===== src/rtl/pm1_pkg.sv =====
package pm1_pkg;

   // register window
   localparam int WIN_BYTES = 64;
   localparam int ADDR_W    = $clog2(WIN_BYTES);
   localparam int REG_W     = 16;
   localparam int RD_W      = 32;

   localparam logic [ADDR_W-1:0] OFF_STS = ADDR_W'(8'h00);
   localparam logic [ADDR_W-1:0] OFF_EN  = ADDR_W'(8'h02);
   localparam logic [ADDR_W-1:0] OFF_CTL = ADDR_W'(8'h04);
   localparam logic [ADDR_W-1:0] OFF_TMR = ADDR_W'(8'h08);

   // status / enable bit positions
   localparam int B_TMR = 0;
   localparam int B_GBL = 5;
   localparam int B_PWR = 8;
   localparam int B_RTC = 10;
   localparam int B_WAK = 15;

   // control bit positions
   localparam int B_SCIEN  = 0;
   localparam int B_SLPEN  = 13;
   localparam int SLPTYP_LO = 10;
   localparam int SLPTYP_W  = 3;

   localparam logic [REG_W-1:0] SCI_SRC_MASK =
      REG_W'((1 << B_TMR) | (1 << B_GBL) | (1 << B_PWR) | (1 << B_RTC));
   localparam logic [REG_W-1:0] STS_IMPL =
      REG_W'((1 << B_TMR) | (1 << B_GBL) | (1 << B_PWR) | (1 << B_RTC) | (1 << B_WAK));

   localparam logic [SLPTYP_W-1:0] SLP_SOFT_OFF = 3'd0;
   localparam logic [SLPTYP_W-1:0] SLP_SUSPEND  = 3'd1;

   localparam logic [7:0] APM_SCI_ON  = 8'hF1;
   localparam logic [7:0] APM_SCI_OFF = 8'hF0;

   typedef struct packed {
      logic              vld;
      logic [ADDR_W-1:0] addr;
      logic [REG_W-1:0]  data;
   } reg_wr_t;

endpackage


===== src/rtl/pm1_timer.sv =====
module pm1_timer #(
   parameter int CNT_W = 24
) (
   input  logic             clk,
   input  logic             rst_n,
   input  logic             tick_en,
   input  logic             rearm,
   output logic [CNT_W-1:0] count,
   output logic             ovf_hit
);

   localparam logic [CNT_W-1:0] HALF     = CNT_W'(1) << (CNT_W - 1);
   localparam logic [CNT_W-1:0] LOW_MASK = HALF - CNT_W'(1);

   generate
      if (CNT_W < 2) begin : g_bad_width
         $error("pm1_timer: CNT_W must be at least 2");
      end
   endgenerate

   logic [CNT_W-1:0] ovf_pt;
   logic [CNT_W-1:0] count_inc;
   logic [CNT_W-1:0] rearm_pt;
   logic [CNT_W-1:0] cmp_pt;

   assign count_inc = count + CNT_W'(1);
   // next half-range boundary strictly above the present count
   assign rearm_pt  = (count + HALF) & ~LOW_MASK;
   // a re-arm takes effect for the comparison of this same cycle
   assign cmp_pt    = rearm ? rearm_pt : ovf_pt;
   assign ovf_hit   = tick_en && (count_inc == cmp_pt);

   always_ff @(posedge clk or negedge rst_n) begin
      if (!rst_n) begin
         count  <= '0;
         ovf_pt <= HALF;
      end else begin
         if (tick_en) count <= count_inc;
         if (rearm)   ovf_pt <= rearm_pt;
      end
   end


   count_step_chk: assert property (@(posedge clk) disable iff (!rst_n)
      tick_en |=> count == $past(count) + CNT_W'(1));


   count_hold_chk: assert property (@(posedge clk) disable iff (!rst_n)
      !tick_en |=> $stable(count));


   hit_on_boundary_chk: assert property (@(posedge clk) disable iff (!rst_n)
      ovf_hit |=> (count & LOW_MASK) == '0);

endmodule


===== src/rtl/pm1_evt_regs.sv =====
module pm1_evt_regs
   import pm1_pkg::*;
(
   input  logic             clk,
   input  logic             rst_n,
   input  reg_wr_t          wr,
   input  logic             ovf_hit,
   input  logic             pwrbtn_evt,
   input  logic             sleep_wake,
   output logic             rearm,
   output logic [REG_W-1:0] sts_q,
   output logic [REG_W-1:0] en_q
);

   logic             wr_sts;
   logic             wr_en;
   logic [REG_W-1:0] clr_m;
   logic [REG_W-1:0] set_m;
   logic [REG_W-1:0] sts_nxt;
   logic             pwr_set;

   assign wr_sts  = wr.vld && (wr.addr == OFF_STS);
   assign wr_en   = wr.vld && (wr.addr == OFF_EN);
   assign clr_m   = wr_sts ? wr.data : '0;
   assign rearm   = wr_sts && wr.data[B_TMR] && sts_q[B_TMR];
   assign pwr_set = (pwrbtn_evt && en_q[B_PWR]) || sleep_wake;

   always_comb begin
      set_m        = '0;
      set_m[B_TMR] = ovf_hit;
      set_m[B_PWR] = pwr_set;
      set_m[B_WAK] = sleep_wake;
   end

   // set beats clear so that no event is lost
   assign sts_nxt = ((sts_q & ~clr_m) | set_m) & STS_IMPL;

   always_ff @(posedge clk or negedge rst_n) begin
      if (!rst_n) begin
         sts_q <= '0;
         en_q  <= '0;
      end else begin
         sts_q <= sts_nxt;
         if (wr_en) en_q <= wr.data;
      end
   end


   pwr_gate_chk: assert property (@(posedge clk) disable iff (!rst_n)
      (pwrbtn_evt && !en_q[B_PWR] && !sleep_wake) |=>
         (sts_q[B_PWR] == ($past(sts_q[B_PWR]) && !$past(clr_m[B_PWR]))));


   wake_clear_chk: assert property (@(posedge clk) disable iff (!rst_n)
      (wr_sts && wr.data[B_WAK] && !sleep_wake) |=> !sts_q[B_WAK]);


   zero_write_keeps_chk: assert property (@(posedge clk) disable iff (!rst_n)
      (wr_sts && !wr.data[B_PWR] && sts_q[B_PWR]) |=> sts_q[B_PWR]);

endmodule


===== src/rtl/pm1_ctl.sv =====
module pm1_ctl
   import pm1_pkg::*;
(
   input  logic             clk,
   input  logic             rst_n,
   input  reg_wr_t          wr,
   input  logic             apm_wr,
   input  logic [7:0]       apm_cmd,
   output logic [REG_W-1:0] ctl_q,
   output logic             sleep_wake,
   output logic             poweroff_req,
   output logic             reset_req,
   output logic             suspend_pulse
);

   logic                wr_ctl;
   logic                slp_go;
   logic [SLPTYP_W-1:0] slp_typ;
   logic                go_off;
   logic [REG_W-1:0]    ctl_nxt;

   assign wr_ctl     = wr.vld && (wr.addr == OFF_CTL);
   assign slp_go     = wr_ctl && wr.data[B_SLPEN];
   assign slp_typ    = wr.data[SLPTYP_LO +: SLPTYP_W];
   assign go_off     = slp_go && (slp_typ == SLP_SOFT_OFF);
   assign sleep_wake = slp_go && (slp_typ == SLP_SUSPEND);

   always_comb begin
      ctl_nxt = ctl_q;
      if (wr_ctl) begin
         ctl_nxt          = wr.data;
         ctl_nxt[B_SLPEN] = 1'b0;
      end
      // firmware command overrides the write for the SCI-enable bit
      if (apm_wr && (apm_cmd == APM_SCI_ON))  ctl_nxt[B_SCIEN] = 1'b1;
      if (apm_wr && (apm_cmd == APM_SCI_OFF)) ctl_nxt[B_SCIEN] = 1'b0;
   end

   always_ff @(posedge clk or negedge rst_n) begin
      if (!rst_n) begin
         ctl_q         <= '0;
         poweroff_req  <= 1'b0;
         reset_req     <= 1'b0;
         suspend_pulse <= 1'b0;
      end else begin
         ctl_q         <= ctl_nxt;
         poweroff_req  <= go_off;
         reset_req     <= sleep_wake;
         suspend_pulse <= sleep_wake;
      end
   end


   apm_on_chk: assert property (@(posedge clk) disable iff (!rst_n)
      (apm_wr && apm_cmd == APM_SCI_ON) |=> ctl_q[B_SCIEN]);


   apm_off_chk: assert property (@(posedge clk) disable iff (!rst_n)
      (apm_wr && apm_cmd == APM_SCI_OFF) |=> !ctl_q[B_SCIEN]);


   soft_off_chk: assert property (@(posedge clk) disable iff (!rst_n)
      (slp_go && slp_typ == SLP_SOFT_OFF) |=> poweroff_req);


   other_type_quiet_chk: assert property (@(posedge clk) disable iff (!rst_n)
      (!slp_go) |=> (!poweroff_req && !reset_req && !suspend_pulse));

endmodule


===== src/rtl/pm1_block.sv =====
module pm1_block
   import pm1_pkg::*;
#(
   parameter int CNT_W = 24
) (
   input  logic              clk,
   input  logic              rst_n,
   input  logic              tick_en,
   input  logic              reg_wr,
   input  logic [ADDR_W-1:0] reg_addr,
   input  logic [REG_W-1:0]  reg_wdata,
   output logic [RD_W-1:0]   reg_rdata,
   input  logic              pwrbtn_evt,
   input  logic              apm_wr,
   input  logic [7:0]        apm_cmd,
   input  logic              gpe_hit,
   output logic              sci,
   output logic              poweroff_req,
   output logic              reset_req,
   output logic              suspend_pulse
);

   generate
      if (CNT_W < 2 || CNT_W > RD_W) begin : g_bad_cnt
         $error("pm1_block: CNT_W must lie between 2 and the read width");
      end
   endgenerate

   reg_wr_t          wr;
   logic [CNT_W-1:0] tmr_count;
   logic             ovf_hit;
   logic             rearm;
   logic             sleep_wake;
   logic [REG_W-1:0] sts_q;
   logic [REG_W-1:0] en_q;
   logic [REG_W-1:0] ctl_q;
   logic             pm_pend;

   assign wr.vld  = reg_wr;
   assign wr.addr = reg_addr;
   assign wr.data = reg_wdata;

   pm1_timer #(.CNT_W(CNT_W)) u_tmr (
      .clk     (clk),
      .rst_n   (rst_n),
      .tick_en (tick_en),
      .rearm   (rearm),
      .count   (tmr_count),
      .ovf_hit (ovf_hit)
   );

   pm1_evt_regs u_evt (
      .clk        (clk),
      .rst_n      (rst_n),
      .wr         (wr),
      .ovf_hit    (ovf_hit),
      .pwrbtn_evt (pwrbtn_evt),
      .sleep_wake (sleep_wake),
      .rearm      (rearm),
      .sts_q      (sts_q),
      .en_q       (en_q)
   );

   pm1_ctl u_ctl (
      .clk           (clk),
      .rst_n         (rst_n),
      .wr            (wr),
      .apm_wr        (apm_wr),
      .apm_cmd       (apm_cmd),
      .ctl_q         (ctl_q),
      .sleep_wake    (sleep_wake),
      .poweroff_req  (poweroff_req),
      .reset_req     (reset_req),
      .suspend_pulse (suspend_pulse)
   );

   assign pm_pend = |(sts_q & en_q & SCI_SRC_MASK);
   assign sci     = pm_pend || gpe_hit;

   always_comb begin
      case (reg_addr)
         OFF_STS: reg_rdata = RD_W'(sts_q);
         OFF_EN:  reg_rdata = RD_W'(en_q);
         OFF_CTL: reg_rdata = RD_W'(ctl_q);
         OFF_TMR: reg_rdata = RD_W'(tmr_count);
         default: reg_rdata = '0;
      endcase
   end


   sci_quiet_chk: assert property (@(posedge clk) disable iff (!rst_n)
      (!gpe_hit && ((sts_q & en_q) == '0)) |-> !sci);


   suspend_pair_chk: assert property (@(posedge clk) disable iff (!rst_n)
      reset_req |-> (suspend_pulse && !poweroff_req));


   wake_marked_chk: assert property (@(posedge clk) disable iff (!rst_n)
      reset_req |-> (sts_q[B_WAK] && sts_q[B_PWR]));


   slpen_reads_zero_chk: assert property (@(posedge clk) disable iff (!rst_n)
      (reg_wr && reg_addr == OFF_CTL) |=> !reg_rdata[B_SLPEN] || reg_addr != OFF_CTL);

endmodule


===== config.mk =====
export PLATFORM = sky130hd
export DESIGN_NAME = pm1_block
export DESIGN_NICKNAME = d
export VERILOG_FILES = /design/src/rtl/pm1_pkg.sv /design/src/rtl/pm1_timer.sv /design/src/rtl/pm1_evt_regs.sv /design/src/rtl/pm1_ctl.sv /design/src/rtl/pm1_block.sv
export SDC_FILE = /design/constraint.sdc
export NUM_CORES = 1
export LEC_CHECK = 0
export BUFFER_PORTS_ARGS = -buffer_cell sky130_fd_sc_hd__buf_2
export CAP_MARGIN = 10
export CORE_UTILIZATION = 53
export CTS_BUF_LIST = sky130_fd_sc_hd__clkbuf_2
export DETAILED_ROUTE_END_ITERATION = 7
export PLACE_DENSITY = 0.9
export SETUP_SLACK_MARGIN = 0.2
export SLEW_MARGIN = 5
export SYNTH_ARGS = -nofsm -noshare
export SYNTH_HDL_FRONTEND = slang
export SYNTH_SLANG_ARGS = --single-unit

===== constraint.sdc =====
create_clock -name clk -period 2.9 [get_ports clk]
set_clock_uncertainty 0.05 [all_clocks]
set_input_delay 0.29 -clock clk [delete_from_list [all_inputs] [get_ports clk]]
set_output_delay 0.29 -clock clk [all_outputs]
set_load 0.02 [all_outputs]

==> results.sh, run 1 <==
export IMPL_status="finished, final reports clean"
export IMPL_worstSetupPathType="register to register"
export IMPL_cts_tree="done"
export IMPL_drt_iter0_markers=383
export IMPL_numPlacedInstances=617
export IMPL_cts_buffers=9
export IMPL_worstHoldPathType="input port to register"
export IMPL_grt_pass1_wl_um=20000
export IMPL_fmax_mhz=360
export IMPL_ys_types=58
export IMPL_hpwl_um=8080
export IMPL_gp_congestion=0.944
export IMPL_area_growth_pct=24.7
export IMPL_port_buffers=64
export IMPL_hold_start="reg_wr"
export IMPL_r2r_start="u_tmr.count[5]$_DFFE_PN0P_"
export IMPL_clockRootBuffer="clkbuf_2"
export IMPL_ys_seq_area_frac=0.460
export IMPL_syn_cell_area_um2=4680
export IMPL_yosys_register_bits=86
export IMPL_slew_viol_final=0
export IMPL_reg2regPathDepth=9
export IMPL_synth_top_cells_by_count="85 x dfrtp_1, 52 x nand2_1, 35 x xnor2_1"
export IMPL_synth_edf_count=0
export IMPL_start_util=0.559
export IMPL_die_w_um=96.0
export IMPL_syn_instance_count=450
export IMPL_syn_area_per_cell_um2=10.4
export IMPL_yosysMostFrequentCell="dfrtp_1"
export IMPL_vias=4284
export IMPL_first_pass_iters=7
export IMPL_async_reset_ff_frac=1.00
export IMPL_cp_end_kind="register"
export IMPL_clk_path_buf_depth=2
export IMPL_synthFlopType="dfrtp_1"
export IMPL_post_route_period_util=0.957
export IMPL_ant_nets=0
export IMPL_drive_gt1_frac=0.344
export IMPL_cp_required_ns=3.34
export IMPL_grt_use_total=0.288
export IMPL_ir_drop_uv=471
export IMPL_wl_per_cell_um=20.4
export IMPL_startpoint_type="register"
export IMPL_max_slew_worst_pin_slew_ns=1.08
export IMPL_setup_violations=0
export IMPL_std_cell_rows=33
export IMPL_diodes=0
export IMPL_worstHoldEndpoint="u_evt.sts_q[15]$_DFF_PN0_"
export IMPL_totalWireLength_um=13800
export IMPL_power_leakage_nw=2.88
export IMPL_drc_errors=0
export IMPL_hold_viol_final=0
export IMPL_reg2reg_to="u_evt.sts_q[0]$_DFF_PN0_"
export IMPL_final_cells=680
export IMPL_power_density_nw_per_um2=498
export IMPL_die_area_um2=9220
export IMPL_io_pins=73
export IMPL_worstPathMaxFanout=6
export IMPL_r2r_slack_ns=0.13
export IMPL_fin_ws_ns=0.126
export IMPL_overflow=0
export IMPL_synthTopCellsByArea="dfrtp_1 45%, mux2_2 7.7%, xnor2_1 6.5%"
export IMPL_synth_warnings=0
export IMPL_yosysTopAreaCellShare=0.454
export IMPL_cp_arrival_ns=3.22
export IMPL_fin_crit_ns=2.77
export IMPL_place_ws_ns=-0.0717
export IMPL_yosys_area_top_type="dfrtp_1"
export IMPL_worstHoldPathCells=5
export IMPL_slew_headroom=0.277
export IMPL_clock_sinks=86
export IMPL_grt_max_degree=87
export IMPL_antenna_found_initial=0
export IMPL_core_area_um2=8380
export IMPL_finalNetCount=608
export IMPL_path_clk_slew_ns=0.27
export IMPL_grt_pass1_vias=4085
export IMPL_grt_setup_unrepaired="false"
export IMPL_drv_cap=0
export IMPL_htreeDepth=3
export IMPL_insertion_delay_ns=0.58
export IMPL_whs_ns=0.0857
export IMPL_vias_per_cell=6.30
export IMPL_die_height_um=96.0
final cells by class:
cell class	count	area (um2)
inverters	22	82.6
flip-flops and latches	86	2170
multi-input cells	313	2410
clock buffers	9	45.0
fillers	543	2540
repair buffers	138	940
well taps	105	131
clock inverters	7	62.6
worst max-delay path, cell delays in order (launching register included):
cell	delay, ns
dfrtp_2	0.49
nand4_1	0.17
buf_4	0.21
nor4_2	0.23
buf_4	0.21
nand4_1	0.14
xor3_1	0.31
o2111ai_2	0.17
or4_4	0.47
o31ai_4	0.24
registers in the layout (all words and copies together), names as in the netlist:
signal	cells
u_ctl.ctl_q	15
u_ctl.poweroff_req	1
u_ctl.reset_req	1
u_evt.en_q	16
u_evt.sts_q	5
u_tmr.count	24
u_tmr.ovf_pt	24
how the worst max path moves through the flow:
stage	start	to	slack, ns
finish	u_tmr.count[5]$_DFFE_PN0P_	u_evt.sts_q[0]$_DFF_PN0_	0.13
floorplan	reg_addr[0]	u_evt.sts_q[0]$_DFF_PN0_	0.20
global placement	reg_addr[0]	u_evt.sts_q[0]$_DFF_PN0_	0.09
CTS	u_tmr.count[1]$_DFFE_PN0P_	u_evt.sts_q[0]$_DFF_PN0_	0.21
detailed placement	reg_addr[0]	u_evt.sts_q[0]$_DFF_PN0_	-0.07
global route	u_tmr.count[5]$_DFFE_PN0P_	u_evt.sts_q[0]$_DFF_PN0_	0.05
layer usage:
layer | track usage | routed length, um | up-vias
li1 | - | - | 1816
met1 | 0.336 | 5000 | 2058
met2 | 0.486 | 6800 | 319
met3 | 0.0774 | 1230 | 91
met4 | 0.148 | 819 | 0
met5 | 0 | 0 | -
cell usage in the layout (no fill, tap or decap), types with 22 or more instances in the layout:
cell	count
and2_1	26
buf_2	63
buf_4	51
dfrtp_1	73
dlygate4sd3_1	23
inv_1	22
mux2_2	32
nand2_1	52
xnor2_1	35
kinds of logic (layout without fill, tap and decap cells):
family | Yosys count | count (layout) | share of synthesized area
other | 1 | 8 | 0.000801
AOI/OAI and AO/OA | 56 | 56 | 0.0927
xor gates and xnor gates | 51 | 51 | 0.111
muxes | 37 | 37 | 0.0903
adders and majority gates | 1 | 1 | 0.00267
and+or+nand+nor | 160 | 160 | 0.184
DFF | 86 | 86 | 0.460
buffers and inverters | 58 | 176 | 0.0588
through the flow:
step                      setup TNS [ns]  power (mW)  instance area, um2  utilization
after CTS                              0        2.76                5710        0.681
after global routing                   0        3.02                5840        0.697
after global placement                 0        2.01                5200        0.620
after detailed placement         -0.0717        2.05                5200        0.620
final                                  0        2.91                5840        0.697
after floorplan                        0        1.85                4720            -
report_power, final:
group / internal (mW) / switching (mW) / leakage, nW
combinational: 0.409 / 0.455 / 1.67
sequential: 1.32 / 0.107 / 1.14
clock: 0.139 / 0.482 / 0.0715
total: 1.86 / 1.04 / 2.88
repair_timing:
item / CTS / global route
cloned: 0 / 0
pin swaps: 6 / 6
hold endpoints to repair: 122 / 0
endpoints found under the setup margin: 1 / 1
setup buffers: 16 / 8
hold buffers: 23 / 0
resized for setup: 20 / 12
Power figures use the tool's default switching activity.
==> run 2, diff against run 1 <==
--- a/config.mk
+++ b/config.mk
@@ -7,10 +7,11 @@
 export LEC_CHECK = 0
 export BUFFER_PORTS_ARGS = -buffer_cell sky130_fd_sc_hd__buf_2
 export CAP_MARGIN = 10
-export CORE_UTILIZATION = 53
+export CORE_UTILIZATION = 56
 export CTS_BUF_LIST = sky130_fd_sc_hd__clkbuf_2
 export DETAILED_ROUTE_END_ITERATION = 7
-export PLACE_DENSITY = 0.9
+export PLACE_DENSITY = 0.91
+export RECOVER_POWER = 100
 export SETUP_SLACK_MARGIN = 0.2
 export SLEW_MARGIN = 5
 export SYNTH_ARGS = -nofsm -noshare
==> constraint.sdc (replaced) <==
create_clock -name clk -period 2.6 [get_ports clk]
set_clock_uncertainty 0.05 [all_clocks]
set_input_delay 0.26 -clock clk [delete_from_list [all_inputs] [get_ports clk]]
set_output_delay 0.26 -clock clk [all_outputs]
set_load 0.02 [all_outputs]
==> run 2 against run 1 <==
- the flow now finishes with violations (max-capacitance violations, max-slew violations, negative setup slack)
- clock power grew 15%
- final area grew 2.3%
- wire length grew 4.9%
- worst hold slack lost 0.010 ns
- final cell count grew 3.2%
- non-clock buffer count grew 25
- critical path type is now input port to register
==> results.sh, run 2 (synthesis results as in run 1) <==
export IMPL_pwr_share_clk=0.213
export IMPL_crit_family="simple AND/OR/NAND/NOR gates"
export IMPL_critPathSlowestCell="dlygate4sd3_1"
export IMPL_path_cells="buf_2 > or4_1 > clkbuf_1 > nor3b_1 > nand2_1 > buf_4 > nor3_1 > nand2_1 > inv_1 > a221o_1 > dlygate4sd3_1"
export IMPL_grt_pass1_vias=4417
export IMPL_fin_tns_setup_ns=-0.0172
export IMPL_htreeDepth=3
export IMPL_grt_pass1_wl_um=23100
export IMPL_stdcell_area_um2=5980
export IMPL_slew_headroom=-0.398
export IMPL_worstPathMaxFanout=7
export IMPL_core_area_um2=7930
export IMPL_clk_path_buf_depth=2
export IMPL_gp_congestion=0.964
export IMPL_path_clk_slew_ns=0.25
export IMPL_slew_viol_final=87
export IMPL_hold_viol_final=0
export IMPL_die_area_um2=8730
export IMPL_clock_sinks=86
export IMPL_critPathMostFrequentCell="nand2_1"
export IMPL_clockRootBuffer="clkbuf_2"
export IMPL_violations="max-capacitance violations, max-slew violations, negative setup slack"
export IMPL_worstSetupPathType="input port to register"
export IMPL_dpl_cell_area_um2=5520
export IMPL_grt_use_total=0.355
export IMPL_finalNetCount=633
export IMPL_overflow=0
export IMPL_drc_errors=0
export IMPL_cp_end_kind="register"
export IMPL_largestRegisters="u_tmr.count x24, u_tmr.ovf_pt x24, u_evt.en_q x16"
export IMPL_cts_tree="done"
export IMPL_grt_max_degree=87
export IMPL_setup_violations=2
export IMPL_power_leakage_nw=2.96
export IMPL_totalWireLength_um=14500
export IMPL_std_cell_rows=32
export IMPL_port_buffers=64
export IMPL_ir_drop_uv=651
export IMPL_final_cell_mix="83 x dfrtp_1, 61 x buf_4, 56 x buf_2"
export IMPL_p_comb_frac=0.317
export IMPL_die_w_um=93.5
export IMPL_power_density_nw_per_um2=560
export IMPL_status="complete, but fails checks"
export IMPL_cp_arrival_ns=3.09
export IMPL_final_common_cell="dfrtp_1"
export IMPL_numPlacedInstances=648
export IMPL_cp_required_ns=3.08
export IMPL_p_int_mw=2.21
export IMPL_slowest_delay_ns=0.56
export IMPL_fin_crit_ns=2.61
export IMPL_grt_setup_unrepaired="true"
export IMPL_switching_share=0.342
export IMPL_die_height_um=93.5
export IMPL_hpwl_um=8900
export IMPL_worstHoldPathType="input port to register"
export IMPL_first_pass_iters=6
export IMPL_fin_ws_ns=-0.00947
export IMPL_drt_iter0_markers=552
export IMPL_ant_nets=0
export IMPL_area_growth_pct=27.6
export IMPL_vias=4400
export IMPL_critPathBufInv=5
export IMPL_io_pins=73
export IMPL_post_route_period_util=1.00
export IMPL_vias_per_cell=6.27
export IMPL_antenna_found_initial=1
export IMPL_final_cells=702
export IMPL_fmax_mhz=383
export IMPL_startpoint_type="input port"
export IMPL_drv_cap=1
export IMPL_wl_per_cell_um=20.7
export IMPL_max_slew_worst_pin_slew_ns=2.10
export IMPL_start_util=0.591
export IMPL_p_switching_mw=1.14
export IMPL_drive_gt1_frac=0.317
export IMPL_pwr_share_seq=0.469
export IMPL_insertion_delay_ns=0.58
export IMPL_power_mw=3.35
export IMPL_cts_buffers=9
[run 2: cell count changes in the layout (fill, tap and decap cells not counted), sizes merged]
cell	delta
bufinv	+1
clkinv	-1
clkbuf	+18
buf	+7
inv	-4
clkinvlp	+3
diode	+1
[run 2: through the flow]
step / util / worst slack, ns / hold slack (ns)
after floorplan: - / 0.0393 / -0.0856
after global placement: 0.696 / -0.0746 / 0.279
after detailed placement: 0.696 / -0.0997 / 0.283
after CTS: 0.758 / 0.0847 / 0.0434
after global routing: 0.754 / -0.116 / 0.0250
final: 0.754 / -0.00947 / 0.0753
[run 2: layer usage]
layer	track usage	up-vias	share of wire
li1	-	1856	-
met3	0.0878	98	0.092
met1	0.409	2128	0.35
met2	0.599	318	0.50
met4	0.209	0	0.060
met5	0	-	0
[run 2: timing repair]
action	4_1_cts	5_1_grt
cloned	0	0
gates resized for setup	11	8
hold endpoints to repair	123	0
pin swaps	7	4
endpoints found under the setup margin	1	19
hold buffers	23	0
setup buffers	13	2
[run 2: cell type report]
class / instances / area (um2)
clock buffer: 9 / 45.0
sequential: 86 / 2160
antenna: 1 / 2.50
timing repair buffer: 163 / 1100
inverter: 22 / 82.6
tap: 102 / 128
fill: 475 / 1950
multi-input combinational: 313 / 2390
clock inverter: 6 / 70.1
[run 2: power groups by stage]
stage	combinational, mW	sequential (mW)	clock [mW]
2_1_floorplan	0.560	1.54	0
3_3_place_gp	0.789	1.59	0
3_5_place_dp	0.824	1.60	0
4_1_cts	1.01	1.56	0.717
5_1_grt	1.13	1.58	0.777
6_report	1.06	1.57	0.715
[run 2: worst paths after layout]
kind                       slack (ns)  cells after the start                         end                       start
hold / removal                   0.08                      4    u_evt.sts_q[0]$_DFF_PN0_                     tick_en
hold reg to reg                  0.47                      2  u_tmr.ovf_pt[12]$_DFF_PN0_  u_tmr.ovf_pt[12]$_DFF_PN0_
min in group asynchronous        0.82                      3  u_ctl.ctl_q[6]$_DFFE_PN0P_                       rst_n
setup reg to reg                    0                      9    u_evt.sts_q[0]$_DFF_PN0_  u_tmr.count[0]$_DFFE_PN0P_
setup / recovery               -0.009                     11    u_evt.sts_q[8]$_DFF_PN0_                 reg_addr[1]
max in group asynchronous        0.31                      3  u_tmr.count[8]$_DFFE_PN0P_                       rst_n
[run 2: worst register-to-register path, delay by kind of cell (launching register included)]
family	cells	cell delay (ns)
simple gates	3	1.00
flops	1	0.43
compound gates	2	0.39
buf+inv	2	0.30
xor+xnor	1	0.23
fa+ha+maj	1	0.14
==> run 3, diff against run 2 <==
--- a/config.mk
+++ b/config.mk
@@ -5,12 +5,12 @@
 export SDC_FILE = /design/constraint.sdc
 export NUM_CORES = 1
 export LEC_CHECK = 0
-export BUFFER_PORTS_ARGS = -buffer_cell sky130_fd_sc_hd__buf_2
 export CAP_MARGIN = 10
 export CORE_UTILIZATION = 56
 export CTS_BUF_LIST = sky130_fd_sc_hd__clkbuf_2
 export DETAILED_ROUTE_END_ITERATION = 7
-export PLACE_DENSITY = 0.91
+export DONT_BUFFER_PORTS = 1
+export PLACE_DENSITY = 0.83
 export RECOVER_POWER = 100
 export SETUP_SLACK_MARGIN = 0.2
 export SLEW_MARGIN = 5
==> run 3 against run 2 <==
- the run still ends with max-capacitance violations, max-slew violations, negative setup slack left
- utilization down 3.0 points
- worst hold slack worse by 0.0062 ns
- final cell count down 8.3%
- global-route usage down 4.5 points
- critical path type is now register to register
- largest power group unchanged
==> results.sh, run 3 (synthesis results as in run 1) <==
export IMPL_grt_pass1_vias=4047
export IMPL_pwr_share_clk=0.221
export IMPL_r2r_slack_ns=-0.03
export IMPL_totalWireLength_um=14200
export IMPL_finalNetCount=574
export IMPL_place_ws_ns=-0.0316
export IMPL_worstHoldPathCells=4
export IMPL_dpl_cell_area_um2=5110
export IMPL_first_pass_iters=5
export IMPL_std_cell_rows=32
export IMPL_insertion_delay_ns=0.57
export IMPL_drt_iter0_markers=337
export IMPL_clock_sinks=86
export IMPL_gp_congestion=0.847
export IMPL_slew_headroom=-0.283
export IMPL_max_slew_worst_pin_slew_ns=1.93
export IMPL_area_growth_pct=22.5
export IMPL_overflow=0
export IMPL_grt_setup_unrepaired="true"
export IMPL_cp_required_ns=3.04
export IMPL_start_util=0.591
export IMPL_vias=4155
export IMPL_wl_per_cell_um=22.0
export IMPL_cts_tree="done"
export IMPL_die_height_um=93.5
export IMPL_slew_viol_final=87
export IMPL_reg2regPathDepth=9
export IMPL_worstPathMaxFanout=4
export IMPL_drive_gt1_frac=0.277
export IMPL_antenna_found_initial=0
export IMPL_largestRegisters="u_tmr.count x24, u_tmr.ovf_pt x24, u_evt.en_q x16"
export IMPL_post_route_period_util=1.01
export IMPL_p_int_mw=2.20
export IMPL_core_area_um2=7930
export IMPL_power_density_nw_per_um2=587
export IMPL_htreeDepth=3
export IMPL_r2r_start="u_tmr.count[9]$_DFFE_PN0P_"
export IMPL_hold_start="reg_wdata[0]"
export IMPL_utilization=0.724
export IMPL_cts_buffers=9
export IMPL_p_switching_mw=1.17
export IMPL_io_pins=73
export IMPL_switching_share=0.348
export IMPL_cp_end_kind="register"
export IMPL_p_comb_frac=0.309
export IMPL_grt_pass1_wl_um=20500
export IMPL_power_leakage_nw=2.75
export IMPL_clk_path_buf_depth=2
export IMPL_worstHoldEndpoint="u_tmr.ovf_pt[17]$_DFF_PN0_"
export IMPL_final_cell_mix="78 x dfrtp_1, 70 x buf_4, 50 x nand2_1"
export IMPL_startpoint_type="register"
export IMPL_fin_ws_ns=-0.0273
export IMPL_path_clk_slew_ns=0.26
export IMPL_clockRootBuffer="clkbuf_2"
export IMPL_grt_use_total=0.310
export IMPL_grt_max_degree=87
export IMPL_status="complete, but fails checks"
export IMPL_power_mw=3.37
export IMPL_drv_cap=1
export IMPL_worstHoldPathType="input port to register"
export IMPL_hpwl_um=8350
export IMPL_stdcell_area_um2=5740
export IMPL_violations="max-capacitance violations, max-slew violations, negative setup slack"
export IMPL_die_w_um=93.5
export IMPL_fmax_mhz=381
export IMPL_ir_drop_uv=751
export IMPL_setup_violations=1
export IMPL_reg2reg_to="u_evt.sts_q[0]$_DFF_PN0_"
export IMPL_port_buffers=0
export IMPL_ant_nets=0
export IMPL_vias_per_cell=6.45
export IMPL_final_common_cell="dfrtp_1"
export IMPL_fin_crit_ns=2.63
export IMPL_pwr_share_seq=0.470
export IMPL_die_area_um2=8730
export IMPL_whs_ns=0.0691
export IMPL_worstSetupPathType="register to register"
export IMPL_drc_errors=0
export IMPL_cp_arrival_ns=3.07
export IMPL_hold_viol_final=0
==> run 3: how the worst max path moves through the flow <==
stage | slack (ns) | start | depth (start not counted) | end
finish | -0.03 | u_tmr.count[9]$_DFFE_PN0P_ | 9 | u_evt.sts_q[0]$_DFF_PN0_
global placement | -0.02 | u_tmr.count[3]$_DFFE_PN0P_ | 7 | u_evt.sts_q[0]$_DFF_PN0_
global route | -0.06 | u_tmr.count[9]$_DFFE_PN0P_ | 10 | u_evt.sts_q[0]$_DFF_PN0_
CTS | 0.11 | u_tmr.count[1]$_DFFE_PN0P_ | 8 | u_evt.sts_q[0]$_DFF_PN0_
detailed placement | -0.03 | u_tmr.count[8]$_DFFE_PN0P_ | 7 | u_evt.sts_q[0]$_DFF_PN0_
floorplan | 0.04 | reg_addr[0] | 9 | u_evt.sts_q[0]$_DFF_PN0_
==> run 3: cell type report <==
class                           count  area (um2)
Antenna cell                        1        2.50
Clock buffer                       10        50.0
Clock inverter                      6        71.3
Fill cell                         522        2190
Inverter                           22        82.6
Multi-Input combinational cell    313        2410
Sequential cell                    86        2160
Tap cell                          102         128
Timing Repair Buffer              104         827
==> run 3: through the flow <==
step | TNS (ns) | std cells
final | -0.0273 | 644
after global routing | -0.0603 | 643
after CTS | 0 | 630
after detailed placement | -0.0316 | 573
after global placement | -0.0173 | 573
after floorplan | 0 | 457
==> run 3: worst max-delay path: stages, from the launching register on <==
cell	delay, ns
dfrtp_2	0.44
buf_4	0.15
nand4_1	0.16
buf_6	0.18
nor4_4	0.38
nand2_2	0.15
mux2_4	0.24
o2111ai_1	0.10
or4_1	0.48
o31ai_1	0.23
==> run 3: metal layers <==
layer  vias to the layer above  routed length [um]  global-route usage
met3                        63                 991              0.0650
met4                         0                 599               0.145
met5                         -                   0                   0
li1                       1745                   -                   -
met1                      2080                5290               0.388
met2                       267                7270               0.515
==> run 3: power groups by stage <==
stage                     Clock (mW)  Sequential [mW]  Combinational, mW
final                          0.744             1.58               1.04
after global routing           0.793             1.60               1.09
after CTS                      0.734             1.56              0.950
after detailed placement           0             1.61              0.731
after global placement             0             1.60              0.701
after floorplan                    0             1.54              0.560
==> run 3: what timing repair did <==
action	in CTS	in global routing
setup buffers	16	13
resized for setup	7	17
pin swaps	8	10
hold buffers	25	0
endpoints found under the hold margin	148	0
endpoints found under the setup margin	1	1
